[src/rtl/i2s_tx_pkg.sv]
package i2s_tx_pkg;
  localparam int SAMPLE_W   = 16;
  localparam int SET_W      = 2 * SAMPLE_W;
  localparam int FRAME_CLKS = 512;
  localparam int PH_W       = $clog2(FRAME_CLKS);
  localparam int POS_W      = $clog2(SAMPLE_W);

  typedef enum logic {
    FMT_SHORT = 1'b0,
    FMT_LONG  = 1'b1
  } fmt_e;
endpackage

[src/rtl/i2s_tx_timing.sv]
module i2s_tx_timing
  import i2s_tx_pkg::*;
(
  input  logic             clk,
  input  logic             rst_n,
  input  logic             fmt_i,
  output logic             frame_end_o,
  output fmt_e             fmt_o,
  output logic             chan_o,
  output logic [POS_W-1:0] pos_o,
  output logic             pad_o,
  output logic             use_prev_o,
  output logic             bck_o,
  output logic             ws_o,
  output logic             osck_o
);
  localparam logic [PH_W-1:0] PH_LAST = PH_W'(FRAME_CLKS - 1);

  logic [PH_W-1:0] ph;
  fmt_e            fmt_q;
  logic [5:0]      prev_bit_long;
  logic [4:0]      prev_bit_short;
  logic            bck_n;

  assign frame_end_o = (ph == PH_LAST);
  assign fmt_o       = fmt_q;

  always_ff @(posedge clk) begin
    if (!rst_n) begin
      ph    <= '0;
      fmt_q <= FMT_SHORT;
    end else begin
      ph <= ph + 1'b1;
      if (frame_end_o) fmt_q <= fmt_e'(fmt_i);
    end
  end

  // position of the bit on the line, one bit behind the strobe
  always_comb begin
    prev_bit_long  = ph[8:3] - 6'd1;
    prev_bit_short = ph[8:4] - 5'd1;
    if (fmt_q == FMT_LONG) begin
      chan_o     = prev_bit_long[5];
      pos_o      = prev_bit_long[3:0];
      pad_o      = prev_bit_long[4];
      use_prev_o = 1'b0;
      bck_n      = ph[2];
    end else begin
      chan_o     = prev_bit_short[4];
      pos_o      = prev_bit_short[3:0];
      pad_o      = 1'b0;
      use_prev_o = (ph[8:4] == 5'd0);
      bck_n      = ph[3];
    end
  end

  always_ff @(posedge clk) begin
    if (!rst_n) begin
      bck_o  <= 1'b0;
      ws_o   <= 1'b0;
      osck_o <= 1'b0;
    end else begin
      bck_o  <= bck_n;
      ws_o   <= ph[PH_W-1];
      osck_o <= ph[0];
    end
  end

  assert_osck_toggle_R2: assert property (@(posedge clk) disable iff (!rst_n)
    osck_o |=> !osck_o) else $error("osck did not toggle");
endmodule

[src/rtl/i2s_tx_feed.sv]
module i2s_tx_feed
  import i2s_tx_pkg::*;
#(
  parameter int LANES = 3
) (
  input  logic                   clk,
  input  logic                   rst_n,
  input  logic                   frame_end_i,
  input  logic                   s_valid,
  output logic                   s_ready,
  input  logic [LANES*SET_W-1:0] s_data,
  output logic [LANES*SET_W-1:0] cur_o,
  output logic [LANES-1:0]       prev_lsb_o,
  output logic                   req_o,
  output logic                   underrun_o
);
  logic [LANES*SET_W-1:0] hold;
  logic                   hold_full;
  logic                   take;

  assign s_ready = !hold_full;
  assign take    = s_valid && s_ready;

  always_ff @(posedge clk) begin
    if (!rst_n) begin
      hold       <= '0;
      hold_full  <= 1'b0;
      cur_o      <= '0;
      prev_lsb_o <= '0;
      req_o      <= 1'b0;
      underrun_o <= 1'b0;
    end else begin
      req_o <= frame_end_i;
      if (frame_end_i) begin
        for (int l = 0; l < LANES; l++) prev_lsb_o[l] <= cur_o[l*SET_W];
        underrun_o <= !hold_full;
        if (hold_full) begin
          cur_o     <= hold;
          hold_full <= 1'b0;
        end
      end
      if (take) begin
        hold      <= s_data;
        hold_full <= 1'b1;
      end
    end
  end

  assert_take_fills_R10: assert property (@(posedge clk) disable iff (!rst_n)
    (s_valid && s_ready) |=> !s_ready) else $error("ready after accept");
  assert_req_single_R11: assert property (@(posedge clk) disable iff (!rst_n)
    req_o |=> !req_o) else $error("request longer than one cycle");
  assert_underrun_frame_R12: assert property (@(posedge clk) disable iff (!rst_n)
    !$stable(underrun_o) |-> req_o) else $error("underrun moved inside frame");
endmodule

[src/rtl/i2s_tx_lane.sv]
module i2s_tx_lane
  import i2s_tx_pkg::*;
(
  input  logic                clk,
  input  logic                rst_n,
  input  logic [SAMPLE_W-1:0] left_i,
  input  logic [SAMPLE_W-1:0] right_i,
  input  logic                prev_lsb_i,
  input  logic                chan_i,
  input  logic [POS_W-1:0]    pos_i,
  input  logic                pad_i,
  input  logic                use_prev_i,
  output logic                sd_o
);
  logic [SAMPLE_W-1:0] word;
  logic                bit_n;

  always_comb begin
    word = chan_i ? right_i : left_i;
    if (use_prev_i)  bit_n = prev_lsb_i;
    else if (pad_i)  bit_n = 1'b0;
    else             bit_n = word[POS_W'(SAMPLE_W - 1) - pos_i];
  end

  always_ff @(posedge clk) begin
    if (!rst_n) sd_o <= 1'b0;
    else        sd_o <= bit_n;
  end
endmodule

[src/rtl/i2s_multilane_tx.sv]
module i2s_multilane_tx
  import i2s_tx_pkg::*;
#(
  parameter int LANES = 3
) (
  input  logic                   clk,
  input  logic                   rst_n,
  input  logic                   fmt64_i,
  input  logic                   s_valid,
  output logic                   s_ready,
  input  logic [LANES*SET_W-1:0] s_data,
  output logic                   req_o,
  output logic                   underrun_o,
  output logic                   bck_o,
  output logic                   ws_o,
  output logic                   osck_o,
  output logic [LANES-1:0]       sd_o
);
  logic                   frame_end;
  fmt_e                   fmt_cur;
  logic                   chan;
  logic [POS_W-1:0]       pos;
  logic                   pad;
  logic                   use_prev;
  logic [LANES*SET_W-1:0] cur;
  logic [LANES-1:0]       prev_lsb;

  i2s_tx_timing u_timing (
    .clk(clk), .rst_n(rst_n), .fmt_i(fmt64_i), .frame_end_o(frame_end),
    .fmt_o(fmt_cur), .chan_o(chan), .pos_o(pos), .pad_o(pad),
    .use_prev_o(use_prev), .bck_o(bck_o), .ws_o(ws_o), .osck_o(osck_o)
  );

  i2s_tx_feed #(.LANES(LANES)) u_feed (
    .clk(clk), .rst_n(rst_n), .frame_end_i(frame_end), .s_valid(s_valid),
    .s_ready(s_ready), .s_data(s_data), .cur_o(cur), .prev_lsb_o(prev_lsb),
    .req_o(req_o), .underrun_o(underrun_o)
  );

  for (genvar l = 0; l < LANES; l++) begin : g_lane
    i2s_tx_lane u_lane (
      .clk(clk), .rst_n(rst_n),
      .left_i(cur[l*SET_W+SET_W-1 -: SAMPLE_W]),
      .right_i(cur[l*SET_W+SAMPLE_W-1 -: SAMPLE_W]),
      .prev_lsb_i(prev_lsb[l]), .chan_i(chan), .pos_i(pos), .pad_i(pad),
      .use_prev_i(use_prev), .sd_o(sd_o[l])
    );
  end

  assert_ws_on_fall_R5: assert property (@(posedge clk) disable iff (!rst_n)
    !$stable(ws_o) |-> $fell(bck_o)) else $error("strobe moved off a falling bit clock");
  assert_data_on_fall_R6: assert property (@(posedge clk) disable iff (!rst_n)
    !$stable(sd_o) |-> $fell(bck_o)) else $error("data moved off a falling bit clock");
  assert_fmt_at_boundary_R13: assert property (@(posedge clk) disable iff (!rst_n)
    !$stable(fmt_cur) |-> req_o) else $error("format changed inside a frame");
endmodule

[config.mk]
export PLATFORM = sky130hd
export DESIGN_NAME = i2s_multilane_tx
export DESIGN_NICKNAME = d
export VERILOG_FILES = /design/src/rtl/i2s_tx_pkg.sv /design/src/rtl/i2s_tx_timing.sv /design/src/rtl/i2s_tx_feed.sv /design/src/rtl/i2s_tx_lane.sv /design/src/rtl/i2s_multilane_tx.sv
export SDC_FILE = /design/constraint.sdc
export NUM_CORES = 1
export LEC_CHECK = 0
export BUFFER_PORTS_ARGS = -buffer_cell sky130_fd_sc_hd__buf_2
export CAP_MARGIN = 40
export CORE_ASPECT_RATIO = 1.1
export CORE_UTILIZATION = 62
export DETAILED_ROUTE_END_ITERATION = 8
export GPL_ROUTABILITY_DRIVEN = 0
export GPL_TIMING_DRIVEN = 0
export PLACE_DENSITY = 0.88
export SLEW_MARGIN = 0
export SYNTH_ARGS = -nofsm -noshare
export SYNTH_HDL_FRONTEND = slang
export SYNTH_SLANG_ARGS = --single-unit
[constraint.sdc]
create_clock -name clk -period 7.1 [get_ports clk]
set_input_delay 0 -clock clk [delete_from_list [all_inputs] [get_ports clk]]
set_output_delay 0 -clock clk [all_outputs]
set_load 0.005 [all_outputs]
==> run summary, run 1 <==
The run finished with clean final reports. The via count of the first global-routing pass was 8103; the source-to-sink clock delay at the later pin of the worst-skew pair was 0.51 ns. The largest net degree at the start of global routing was 15.

The net count of the finished layout is 1338. Yosys mapped the design onto 35 distinct sky130hd cell types. The most used flip-flop cell after synthesis is sky130_fd_sc_hd__dfxtp_1. The quantity of gates resized following cts was 0; the flip-flop and latch count after synthesis was 214. Setup repair after global routing left no endpoint under its margin.

The total area inside the core boundary comes to 13900 um^2. For this run, the detailed router's first-pass iteration total came to 6. The peak supply drop is 193 uV, and the cell area power density is 232 nW/um^2.

The root buffer cell chosen for the clock tree is sky130_fd_sc_hd__clkbuf_16. The post-synthesis instance total was 1002. For the proportion of synthesized chip area in sequential cells, the log shows 0.487. The first global-routing pass estimated 39600 um of wire.

The detailed-placement wirelength estimate was 14500 um. The final number of max-transition violations was 0. The netlist area before placement is 8800 um^2. The run gives 0.450 as the clock network fraction of design power.

Startpoint of the tightest hold check path: rst_n. Traced cell by cell, the critical path runs through ha_1 > nand4_1 > nor2_1 > ha_1 > clkbuf_1 > and2_1 > clkbuf_1 > clkbuf_1 > buf_1 > nand2_1 > a21boi_0. The switching power is 588 uW. In this run the vertical extent of the chip is 127 um.

For the overall overflow remaining after global route, the log shows 0. 0 antenna diodes ended up in the layout. The remaining number of nets flagged by the antenna check after routing came out at 0. The CTS H-tree depth was 1. The number of hold violations in the final report was 0; the filler cell count in the final layout was 790.

The count of buffers from port buffering is 108. The total routing resource utilization after global routing is 0.347. The combined flip-flop and latch cell area is 4280 um^2. In this run, CTS created clock tree buffers numbering 21. The share of total power consumed by net switching came out at 0.224.

In this design, the stage delay of the slowest critical-path cell is 0.56 ns. A synthesized cell averages 8.79 um^2. After routing, the total negative slack on setup checks comes to 0 ns. The most numerous cell type found on the critical path is sky130_fd_sc_hd__clkbuf_1.

The sequential cell fraction of total power is 0.480. The tools report the worst max-slew margin expressed relative to the limit as 0.487. The proportion of synthesized flip-flops having asynchronous set or reset was 0. The critical path is of the flip-flop to flip-flop type.

The number of buffer and inverter stages on the critical path is 4. The worst setup path is launched from a flip-flop. For the pin with the worst max-slew slack, the measured transition is 0.748 ns.

The die covers 14700 um^2. The number of nets in the synthesized netlist is 1109. Number of antenna violations at the first check in global routing: 0. The routed layout has 7956 vias.

In the final layout, the multi-input gates occupy 4170 um^2. Max-cap violations in this run came to 0. The logs give 0.070 for the power share of the combinational group and 0 for the detailed-route DRC error count.

Compared with the post-synthesis result, the final layout area differs by 28.3%. The Yosys step of the flow raised 0 warnings. The iteration-0 DRC count of the detailed router is 622. The count of buffers added by post-CTS timing repair for setup came out at 0. Internal power comes to 2.03 mW. Measured along the x axis, the die boundary spans 116 um.

The completed layout was analyzed and its total power is 2.62 mW. The tree built by TritonCTS fans out to 214 sinks. Data on the critical path arrives at its endpoint at 4.00 ns. The clock slew at the register clock pins of the worst setup and hold paths was 0.06 ns. The tightest min-delay check is of the input port to flip-flop type.

Cell with the largest stage delay on the worst path: sky130_fd_sc_hd__clkbuf_1. Setup violations remaining at the end of the flow were counted as 0. The highest fanout seen on the critical path works out to 10. The share of the clock period used by the worst path came out at 0.507. For this run, the top clock speed supported by timing is 0.278 GHz. At the worst endpoint, the required time is 7.50 ns. The tools report the starting density of the core as 0.636.

The share of cells above drive strength 1 is 0.144. The clock skew is 0.0190 ns, and the minimum clock period is 3.60 ns. Broken down by cell family, the worst path's largest delay share belongs to buffers and inverters. The startpoint identified for the worst register-to-register timing path is u_timing.ph[4]. The critical path starts at u_timing.ph[4].

The number of placed I/O pins was 109; the number of synthesized flops with an enable pin was 0. In the routed layout, each cell is associated on average with a via count of 5.55. Count of standard-cell rows: 45. The sort of element at the end of the critical path is a flip-flop.

No sink is reached through more buffers than the 3 on the longest clock path. The sum of routed wire length over all layers came out at 24800 um. For this design, the CTS-stage hold fixing added 97 buffers. The analysis attributes to cell leakage a power of 4.23 nW. TritonCTS built the clock tree. The detail-routed net length per standard cell was 17.3 um.
[layout make-up]
type                    instances  area share
repair buffers                206       0.135
clock buffers                  32      0.0573
clock inverters                 6     0.00765
plain buffers                  78      0.0294
well taps                     188      0.0208
flip-flops and latches        214       0.379
inverters                       4     0.00133
multi-input cells             706       0.370
[tightest hold or removal path, stage by stage]
cell and delay, ns:
sky130_fd_sc_hd__buf_2 0.14, sky130_fd_sc_hd__clkbuf_1 0.20, sky130_fd_sc_hd__a21boi_0 0.16
[final timing paths]
path	endpoint	slack, ns	cells past startpoint
worst max register to register	u_feed.cur_o[61]	3.50	11
worst min register to register	u_feed.cur_o[27]	0.46	2
worst max-delay path	u_feed.cur_o[61]	3.50	11
worst min-delay path	u_feed.hold[71]	0.04	3
[routing by layer]
metal / GRT usage / routed length, um
met3: 0.0574 / 1760
met1: 0.405 / 9530
met5: 0 / 0
met2: 0.613 / 12500
met4: 0.171 / 1010
[cells in the final DEF, fill, tap and decap left out, types with 5 or more instances in the layout]
cell | netlist | layout
sky130_fd_sc_hd__a21boi_0 | 192 | 192
sky130_fd_sc_hd__a22oi_1 | 6 | 6
sky130_fd_sc_hd__a31oi_1 | 6 | 6
sky130_fd_sc_hd__and2_1 | 14 | 14
sky130_fd_sc_hd__buf_1 | 11 | 11
sky130_fd_sc_hd__buf_2 | 1 | 109
sky130_fd_sc_hd__buf_4 | 4 | 5
sky130_fd_sc_hd__clkbuf_1 | 59 | 62
sky130_fd_sc_hd__clkbuf_16 | 0 | 21
sky130_fd_sc_hd__clkbuf_8 | 0 | 8
sky130_fd_sc_hd__dfxtp_1 | 214 | 214
sky130_fd_sc_hd__dlygate4sd3_1 | 0 | 97
sky130_fd_sc_hd__ha_1 | 7 | 7
sky130_fd_sc_hd__mux2i_1 | 7 | 7
sky130_fd_sc_hd__mux4_2 | 22 | 22
sky130_fd_sc_hd__nand2_1 | 399 | 399
sky130_fd_sc_hd__nand3_1 | 8 | 8
sky130_fd_sc_hd__nor2_1 | 5 | 5
sky130_fd_sc_hd__nor2b_1 | 7 | 7
sky130_fd_sc_hd__xnor2_1 | 9 | 9
[kinds of logic (layout without fill, tap and decap cells)]
group	Yosys count	in the layout	synth area share
flops	214	214	0.487
compound gates	213	213	0.180
buf+inv	82	326	0.0394
xor+xnor	12	12	0.0128
mux	33	33	0.0730
simple gates	441	441	0.198
fa+ha+maj	7	7	0.00995
[registers in the layout (all words and copies together) (netlist names)]
signal              cells
u_feed.prev_lsb_o       3
u_feed.hold_full        1
u_timing.bck_o          1
u_feed.req_o            1
u_feed.underrun_o       1
u_timing.ph             9
u_feed.cur_o           96
u_timing.fmt_o          1
g_lane.u_lane.sd_o      3
u_timing.osck_o         1
u_feed.hold            96
u_timing.ws_o           1
[power groups by stage]
stage / Sequential [mW] / Clock (mW) / Combinational, mW
floorplan: 1.28 / 0 / 0.0803
global route: 1.26 / 1.23 / 0.201
detailed placement: 1.28 / 0 / 0.133
CTS: 1.26 / 1.16 / 0.175
finish: 1.26 / 1.18 / 0.184
global placement: 1.28 / 0 / 0.129
[stage by stage]
| step | hold slack, ns | area, um^2 | instances | setup WS [ns] | utilization |
|---|---|---|---|---|---|
| after floorplan | 0.145 | 8800 | 1002 | 4.45 | - |
| final | 0.0381 | 11300 | 1434 | 3.50 | 0.815 |
| after detailed placement | 0.258 | 9590 | 1299 | 3.69 | 0.692 |
| after global routing | 0.0735 | 11300 | 1434 | 3.36 | 0.815 |
| after global placement | 0.251 | 9580 | 1298 | 3.79 | 0.692 |
| after CTS | 0.0333 | 11300 | 1434 | 3.60 | 0.815 |
[Yosys cell counts (6+ instances only)]
cell | instances | area, um^2
sky130_fd_sc_hd__and2_1 | 14 | 87.6
sky130_fd_sc_hd__a21boi_0 | 192 | 1440
sky130_fd_sc_hd__clkbuf_1 | 59 | 221
sky130_fd_sc_hd__mux2i_1 | 7 | 70.1
sky130_fd_sc_hd__nand3_1 | 8 | 40.0
sky130_fd_sc_hd__mux4_2 | 22 | 495
sky130_fd_sc_hd__dfxtp_1 | 214 | 4280
sky130_fd_sc_hd__xnor2_1 | 9 | 78.8
sky130_fd_sc_hd__a22oi_1 | 6 | 45.0
sky130_fd_sc_hd__a31oi_1 | 6 | 37.5
sky130_fd_sc_hd__ha_1 | 7 | 87.6
sky130_fd_sc_hd__buf_1 | 11 | 41.3
sky130_fd_sc_hd__nor2b_1 | 7 | 43.8
sky130_fd_sc_hd__nand2_1 | 399 | 1500
(Power assumes the default switching activity.)
==> inputs of run 2 (changes only) <==
--- a/config.mk
+++ b/config.mk
@@ -8,11 +8,11 @@
 export BUFFER_PORTS_ARGS = -buffer_cell sky130_fd_sc_hd__buf_2
 export CAP_MARGIN = 40
 export CORE_ASPECT_RATIO = 1.1
-export CORE_UTILIZATION = 62
+export CORE_UTILIZATION = 58
 export DETAILED_ROUTE_END_ITERATION = 8
 export GPL_ROUTABILITY_DRIVEN = 0
 export GPL_TIMING_DRIVEN = 0
-export PLACE_DENSITY = 0.88
+export PLACE_DENSITY = 0.84
 export SLEW_MARGIN = 0
 export SYNTH_ARGS = -nofsm -noshare
 export SYNTH_HDL_FRONTEND = slang
==> constraint.sdc (replaced) <==
create_clock -name clk -period 3.4 [get_ports clk]
set_input_delay 0 -clock clk [delete_from_list [all_inputs] [get_ports clk]]
set_output_delay 0 -clock clk [all_outputs]
set_load 0.005 [all_outputs]
==> run summary, run 2 (synthesis gave the netlist of run 1 again) <==
The run finished with clean final reports. 109 I/O pins were placed. The worst setup path is captured at a flip-flop. The run gives 23000 um as the sum of routed wire length over all layers. The number of antenna violations at the first check in global routing is 0. The tools report the launch point of the worst reg-to-reg path as u_timing.ph[5]. The logs give 1 for the CTS H-tree depth and 0.25 ns for the slack of the worst reg-to-reg path. In this run the worst hold path is classified as input port to flip-flop.

Hold timing on the final database bottoms out at a slack of 0.0421 ns. Subtracting the final worst setup slack from the clock period gives 3.15 ns. TritonCTS built the clock tree. Most common library cell in the layout ignoring fill and taps: sky130_fd_sc_hd__nand2_1. The tools report the worst max-slew margin expressed relative to the limit as 0.460. The run gives 3 as the number of buffers on the longest clock path.

Once detail routing completed, the nets flagged for antenna violations numbered 0. The region available for standard cell placement spans 14600 um^2. For the leakage power summed over all cells, the log shows 4.24 nW. In this run the power spent charging and discharging nets is 1.20 mW. The worst path required time came out at 3.77 ns. Total met2 wirelength after detailed routing: 11300 um. Setup repair after global routing left no endpoint under its margin. For the final routed database, the setup TNS stands at 0 ns. The logs give 14300 um for the detailed-placement wirelength estimate and 0 for the number of hold violations in the final report. The relative area change from synthesis to final layout works out to 28.6%.

The share of the clock period used by the worst path is 0.925. The die is 119 um wide. The tools report the power share of the combinational group as 0.069. Max-cap violations in this run came to 0.

The cell area power density was 485 nW/um^2; the overall overflow remaining after global route was 0. The detailed router placed 7704 vias in this run. The clock network fraction of design power was 0.453; the highest attainable clock frequency was 0.318 GHz.

The layout net count came out at 1338. Leaving out fill and tap cells, the most frequent cells in the layout are sky130_fd_sc_hd__nand2_1 (399), sky130_fd_sc_hd__dfxtp_1 (214), sky130_fd_sc_hd__a21boi_0 (192). The largest registers in the layout are u_feed.cur_o (96), u_feed.hold (96), u_timing.ph (9). In this run the core area contains 46 standard-cell rows. Between clock sinks in the finished design, the worst skew comes to 0.0158 ns. The later pin in the worst-skew pair is clocked with a latency of 0.51 ns.

The detail-routed net length per standard cell works out to 16.0 um. Clock tree synthesis found a total of 214 sinks. The met1 wire length came out at 9530 um. The library cell used as clock root buffer was sky130_fd_sc_hd__clkbuf_16. The first global-routing pass estimated 36900 um of wire.

Measured along the y axis, the die boundary spans 131 um. The count of endpoints failing setup in the final report came out at 0. Following the worst setup path forward leads to its endpoint at g_lane[1].u_lane.sd_o. The highest metal layer with signal wires was met4. The worst setup path is launched from a flip-flop. The via count of the first global-routing pass was 7610; the clock slew at the register clock pins of the worst setup and hold paths was 0.06 ns.

During placement, the flow inserted port buffers numbering 108. The transition at the pin with the smallest max-transition slack was 0.810 ns; the largest net degree at the start of global routing was 15. The share of cells above drive strength 1 came out at 0.145. The worst register-to-register path ends at g_lane[1].u_lane.sd_o. The routed design uses 1400 um of met3 wire. The startpoint of the tightest hold check path was rst_n. The die covers 15700 um^2. The share of total power consumed by net switching works out to 0.219. The critical path starts at u_timing.ph[5]. The via density per instance came out at 5.36. Highest fanout seen on the critical path: 10.

For this block, the initial DRC count from the detailed router was 592. The number of cells on the worst reg-to-reg path is 11. 0 antenna diodes ended up in the layout.

The run gives 22 as the number of buffers added by the clock tree synthesis step. The worst path arrival time is 3.52 ns. The critical path is of the flip-flop to flip-flop type.

For this run, design rule violations remaining after detail routing come to 0. The logs give 0.478 for the sequential cell fraction of total power and 0.602 for the starting density of the core. The first-pass detailed-route iteration total is 8, and the peak supply drop is 340 uV. For the final number of max-transition violations, the log shows 0. Cell internal power was estimated by the tool at 4.28 mW. The total routing resource utilization after global routing was 0.294.
==> run 2: routing by layer <==
layer,global-route usage,up-vias
li1,-,3756
met1,0.365,3586
met2,0.512,301
met3,0.0395,61
met4,0.118,0
met5,0,-
==> run 2: critical path, cell delays in order, from the launching register on <==
cell,delay (ns)
sky130_fd_sc_hd__dfxtp_1,0.33
sky130_fd_sc_hd__clkbuf_1,0.27
sky130_fd_sc_hd__inv_1,0.10
sky130_fd_sc_hd__ha_1,0.24
sky130_fd_sc_hd__nand3_1,0.12
sky130_fd_sc_hd__nand3_2,0.12
sky130_fd_sc_hd__xor2_4,0.42
sky130_fd_sc_hd__buf_6,0.26
sky130_fd_sc_hd__mux4_2,0.51
sky130_fd_sc_hd__a22oi_1,0.21
sky130_fd_sc_hd__a31oi_1,0.13
sky130_fd_sc_hd__a211o_1,0.31
==> run 2: repair_timing <==
item | 4_1_cts | 5_1_grt
endpoints found under the setup margin | 4 | 31
hold buffers | 97 | 0
gates resized for setup | 1 | 2
endpoints found under the hold margin | 97 | 0
buffers inserted | 0 | 0
==> run 2: per-stage QoR <==
| step | power, mW | utilization | instance area (um^2) | instances | worst slack [ns] |
|---|---|---|---|---|---|
| 3_5_place_dp | 2.96 | 0.656 | 9590 | 1303 | 0.0211 |
| 5_1_grt | 5.66 | 0.774 | 11300 | 1438 | 0.0199 |
| 2_1_floorplan | 2.83 | - | 8800 | 1002 | 0.749 |
| 4_1_cts | 5.49 | 0.774 | 11300 | 1439 | 0.0912 |
| 6_report | 5.49 | 0.774 | 11300 | 1438 | 0.254 |
| 3_3_place_gp | 2.95 | 0.656 | 9590 | 1302 | 0.0601 |
==> run 2: cell type report <==
class / instances / area, um^2
Sequential cell: 214 / 4280
Timing Repair Buffer: 206 / 1520
Inverter: 4 / 15.0
Tap cell: 192 / 240
Clock inverter: 10 / 128
Clock buffer: 29 / 618
Multi-Input combinational cell: 706 / 4190
Buffer: 77 / 330
Fill cell: 964 / 3300
==> run 2: worst min path at each step <==
| stage | endpoint | slack, ns | cells after the start |
|---|---|---|---|
| 2_1_floorplan | u_feed.hold[54] | 0.14 | 2 |
| 3_3_place_gp | u_feed.hold[50] | 0.25 | 3 |
| 3_5_place_dp | u_feed.hold[35] | 0.26 | 3 |
| 4_1_cts | u_feed.hold[74] | 0.04 | 3 |
| 5_1_grt | u_feed.hold[69] | 0.09 | 3 |
| 6_report | u_feed.hold[74] | 0.04 | 3 |
==> run 2: power groups by stage <==
| stage | clock [mW] | combinational (mW) | sequential (mW) |
|---|---|---|---|
| 2_1_floorplan | 0 | 0.168 | 2.66 |
| 3_3_place_gp | 0 | 0.272 | 2.68 |
| 3_5_place_dp | 0 | 0.279 | 2.68 |
| 4_1_cts | 2.50 | 0.366 | 2.62 |
| 5_1_grt | 2.61 | 0.419 | 2.63 |
| 6_report | 2.49 | 0.379 | 2.62 |
==> inputs of run 3 (changes only) <==
--- a/config.mk
+++ b/config.mk
@@ -5,14 +5,15 @@
 export SDC_FILE = /design/constraint.sdc
 export NUM_CORES = 1
 export LEC_CHECK = 0
+export ABC_AREA = 1
 export BUFFER_PORTS_ARGS = -buffer_cell sky130_fd_sc_hd__buf_2
 export CAP_MARGIN = 40
 export CORE_ASPECT_RATIO = 1.1
-export CORE_UTILIZATION = 58
+export CORE_UTILIZATION = 57
 export DETAILED_ROUTE_END_ITERATION = 8
 export GPL_ROUTABILITY_DRIVEN = 0
 export GPL_TIMING_DRIVEN = 0
-export PLACE_DENSITY = 0.84
+export PLACE_DENSITY = 0.83
 export SLEW_MARGIN = 0
 export SYNTH_ARGS = -nofsm -noshare
 export SYNTH_HDL_FRONTEND = slang
==> run summary, run 3 <==
Yosys printed 0 warnings. The iteration-0 DRC count of the detailed router is 980. In the final layout, the multi-input gates occupy 3700 um^2. The summed negative setup slack over all endpoints was 0 ns.

The top cell types in the final layout, fill and taps aside, are sky130_fd_sc_hd__nor2_1 (336), sky130_fd_sc_hd__dfxtp_1 (214), sky130_fd_sc_hd__o21ai_0 (201). The proportion of synthesized flip-flops having asynchronous set or reset is 0, and the number of placed I/O pins is 109. The wire length of the first global-routing pass is 41400 um. The largest net degree at the start of global routing is 15, and the count of buffers from port buffering is 107.

The portion of synthesized cell area occupied by the leading cell type is 0.500, and the number of buffers on the longest clock path is 3. The tools report the worst max-slew margin expressed relative to the limit as 0.473. The mean instance size in the synthesized netlist was 7.27 um^2. For the routing usage on met3, the log shows 0.0516.

The number of antenna violations at the first check in global routing was 0. The number of standard cells in the final layout excluding fillers is 1614. The slowest stage of the critical path is the sky130_fd_sc_hd__dfxtp_1 cell.

The class of the tightest hold or removal check was input port to flip-flop. The floorplan step defined a die boundary enclosing 15500 um^2. The total vias in the final route was 8927; the detailed-route DRC error count was 0. Summed over all instances, the cell type with the most area after synthesis is sky130_fd_sc_hd__dfxtp_1.

At the pin with the least slew margin, the transition time is 0.788 ns. The worst hold path begins at s_data[39]. The run gives 0.338 GHz as the highest attainable clock frequency. The count of nets left with antenna violations once routing finished came out at 0. For the final antenna diode count, the log shows 0. The met1 capacity usage during global routing was 0.421. For this run, the slowest stage of the critical path takes 0.40 ns. Clock latency on the worst-skew pair, taken at its later pin, is 0.51 ns. The most numerous cell type found on the critical path is sky130_fd_sc_hd__nand2_1.

The start point of the critical path is u_timing.ph[0]. Summing all flip-flop and latch instances after layout gives 4280 um^2. The proportion of synthesized chip area in sequential cells is 0.500, and the net count of the mapped netlist is 1284. In the final layout, the registers with the most flip-flops are u_feed.cur_o (96), u_feed.hold (96), u_timing.ph (9). The floorplan step set the die height to 131 um. The number of distinct library cells after synthesis is 28.

The signal on the critical path passes through ha_1 > nand2_1 > nor2_1 > nand2_1 > nor3_1 > ha_1 > nand2_1 > clkbuf_1 > clkbuf_1 > o21ai_0 > nor2_1. The worst hold margin is 0.247 ns, and the detail-routed net length per standard cell is 15.9 um. The first-pass detailed-route iteration total came out at 6. In the post-synthesis netlist, the cell with the most instances is sky130_fd_sc_hd__nor2_1. The cell area that synthesis handed to floorplanning was 8560 um^2.

The synthesized design contains 214 register bits. At the worst endpoint, the arrival time is 3.35 ns. Startpoint type of the worst setup path: a flip-flop.

For this design, the sink count on the clock tree is 214. The run finished with clean final reports. TritonCTS built the clock tree. Buffers inserted during clock tree synthesis total 22. Counting every instance in the synthesized netlist gives 1177.

The startpoint identified for the worst register-to-register timing path is u_timing.ph[0]. The logs give 0 for the count of endpoints failing setup in the final report and 1 for the CTS H-tree depth. The leakage power summed over all cells came out at 4.68 nW. The tree is rooted in a sky130_fd_sc_hd__clkbuf_16. Kind of cell adding the most delay to the critical path: simple AND/OR/NAND/NOR gates.

In the synthesized netlist the dominant register cell turns out to be sky130_fd_sc_hd__dfxtp_1. Gates resized during post-CTS repair numbered 0. In this run the worst path has a maximum fanout of 10. Row generation in the floorplan step produced 46 rows. The via density per instance came out at 5.53. The global-route layer with the greatest usage is met2. The net count of the finished layout is 1513.

The number of synthesized flops with an enable pin is 0, and the number of hold violations in the final report is 0. The run gives 1476 as the number of placed instances, taps included. Placeable core region: 14600 um^2. The tools report the peak supply drop as 394 uV.

STA classifies the critical path endpoint as a flip-flop. The global routing usage on met2 is 0.571, and the horizontal die dimension is 119 um. Summed over all layers, the routed wires come to 25700 um.

The via count of the first global-routing pass was 8428; the setup slack of the critical path after layout was 0.440 ns. The cell area power density is 507 nW/um^2, and the number of buffer and inverter stages on the critical path is 2. The HPWL after detailed placement is 15900 um. The clock period could shrink to 2.96 ns.

The run gives 0.335 as the total routing resource utilization after global routing. Worst path required time: 3.79 ns. The starting density of the core is 0.588. For the final number of max-transition violations, the log shows 0. Sorting the synthesized cells by area gives the leading types as sky130_fd_sc_hd__dfxtp_1 (50%), sky130_fd_sc_hd__nor2_1 (15%), sky130_fd_sc_hd__o21ai_0 (12%). Start-to-end type of the worst setup path: flip-flop to flip-flop. The most common library cell in the layout ignoring fill and taps was sky130_fd_sc_hd__nor2_1. The worst slack at placement was 0.544 ns. The share of the clock period used by the worst path came out at 0.870. The share of cells above drive strength 1 is 0.122, and the filler cell count in the final layout is 1025. Clock-pin slew was measured on the worst setup and hold paths at 0.06 ns.

Setup repair after global routing left no endpoint under its margin. The clock arrives with 0.00773 ns of skew. Counting instances in the post-synthesis netlist gives the leading cell types as sky130_fd_sc_hd__nor2_1 (336), sky130_fd_sc_hd__dfxtp_1 (214), sky130_fd_sc_hd__o21ai_0 (201). The relative area change from synthesis to final layout is 29.5%.

The number of max-cap violations was 0; the overall overflow remaining after global route was 0.
run 3: cell types whose count changed after synthesis, sizes merged, moves of 24 or more:
cell	previous run	this run
o21ai	3	205
nand3	9	137
mux4	24	0
nor2	6	337
a21boi	193	0
nand2	399	81
a21oi	1	45
inv	4	54
run 3: kinds of logic (layout without fill, tap and decap cells):
family / count (synthesis) / count (layout) / synth area share
adders and majority gates: 7 / 7 / 0.0102
buffers and inverters: 141 / 386 / 0.0675
and+or+nand+nor: 561 / 561 / 0.270
AOI/OAI and AO/OA: 251 / 251 / 0.148
xor gates and xnor gates: 3 / 3 / 0.00307
DFF: 214 / 214 / 0.500
run 3: timing repair:
| item | in CTS | in global routing |
|---|---|---|
| hold endpoints to repair | 98 | 0 |
| hold buffers | 98 | 0 |
| buffers inserted | 0 | 0 |
run 3: area by class of cell:
| type | count | share of cell area |
|---|---|---|
| sequential | 214 | 0.386 |
| multi-input combinational | 822 | 0.334 |
| timing repair buffer | 205 | 0.137 |
| clock buffer | 28 | 0.0545 |
| buffer | 86 | 0.0335 |
| tap | 192 | 0.0217 |
| inverter | 55 | 0.0186 |
| clock inverter | 12 | 0.0150 |
run 3: worst paths after layout:
path	cells past startpoint	to	slack [ns]
min	4	u_feed.hold[39]	0.25
max	11	u_feed.cur_o[32]	0.44
min reg2reg	2	u_feed.cur_o[1]	0.47
max reg2reg	11	u_feed.cur_o[32]	0.44
run 3: power by group:
| part | switching (mW) | internal, mW |
|---|---|---|
| clock | 0.998 | 1.57 |
| combinational | 0.216 | 0.186 |
| sequential | 0.0505 | 2.60 |
run 3: tightest hold or removal path, delay by kind of cell:
family	cells	cell delay (ns)
buffers and inverters	2	0.61
and+or+nand+nor	2	0.11
run 3: metrics by stage:
step	util	instance area (um^2)	power (mW)
after global routing	0.761	11100	5.80
final	0.761	11100	5.62
after global placement	0.641	9340	2.98
after floorplan	-	8560	2.86
after detailed placement	0.641	9340	2.99
after CTS	0.761	11100	5.60
run 3: layer usage:
metal,wire [um],vias to the layer above
met5,0,-
met4,1080,0
met3,2140,100
met2,12100,499
met1,10400,4017
li1,-,4311
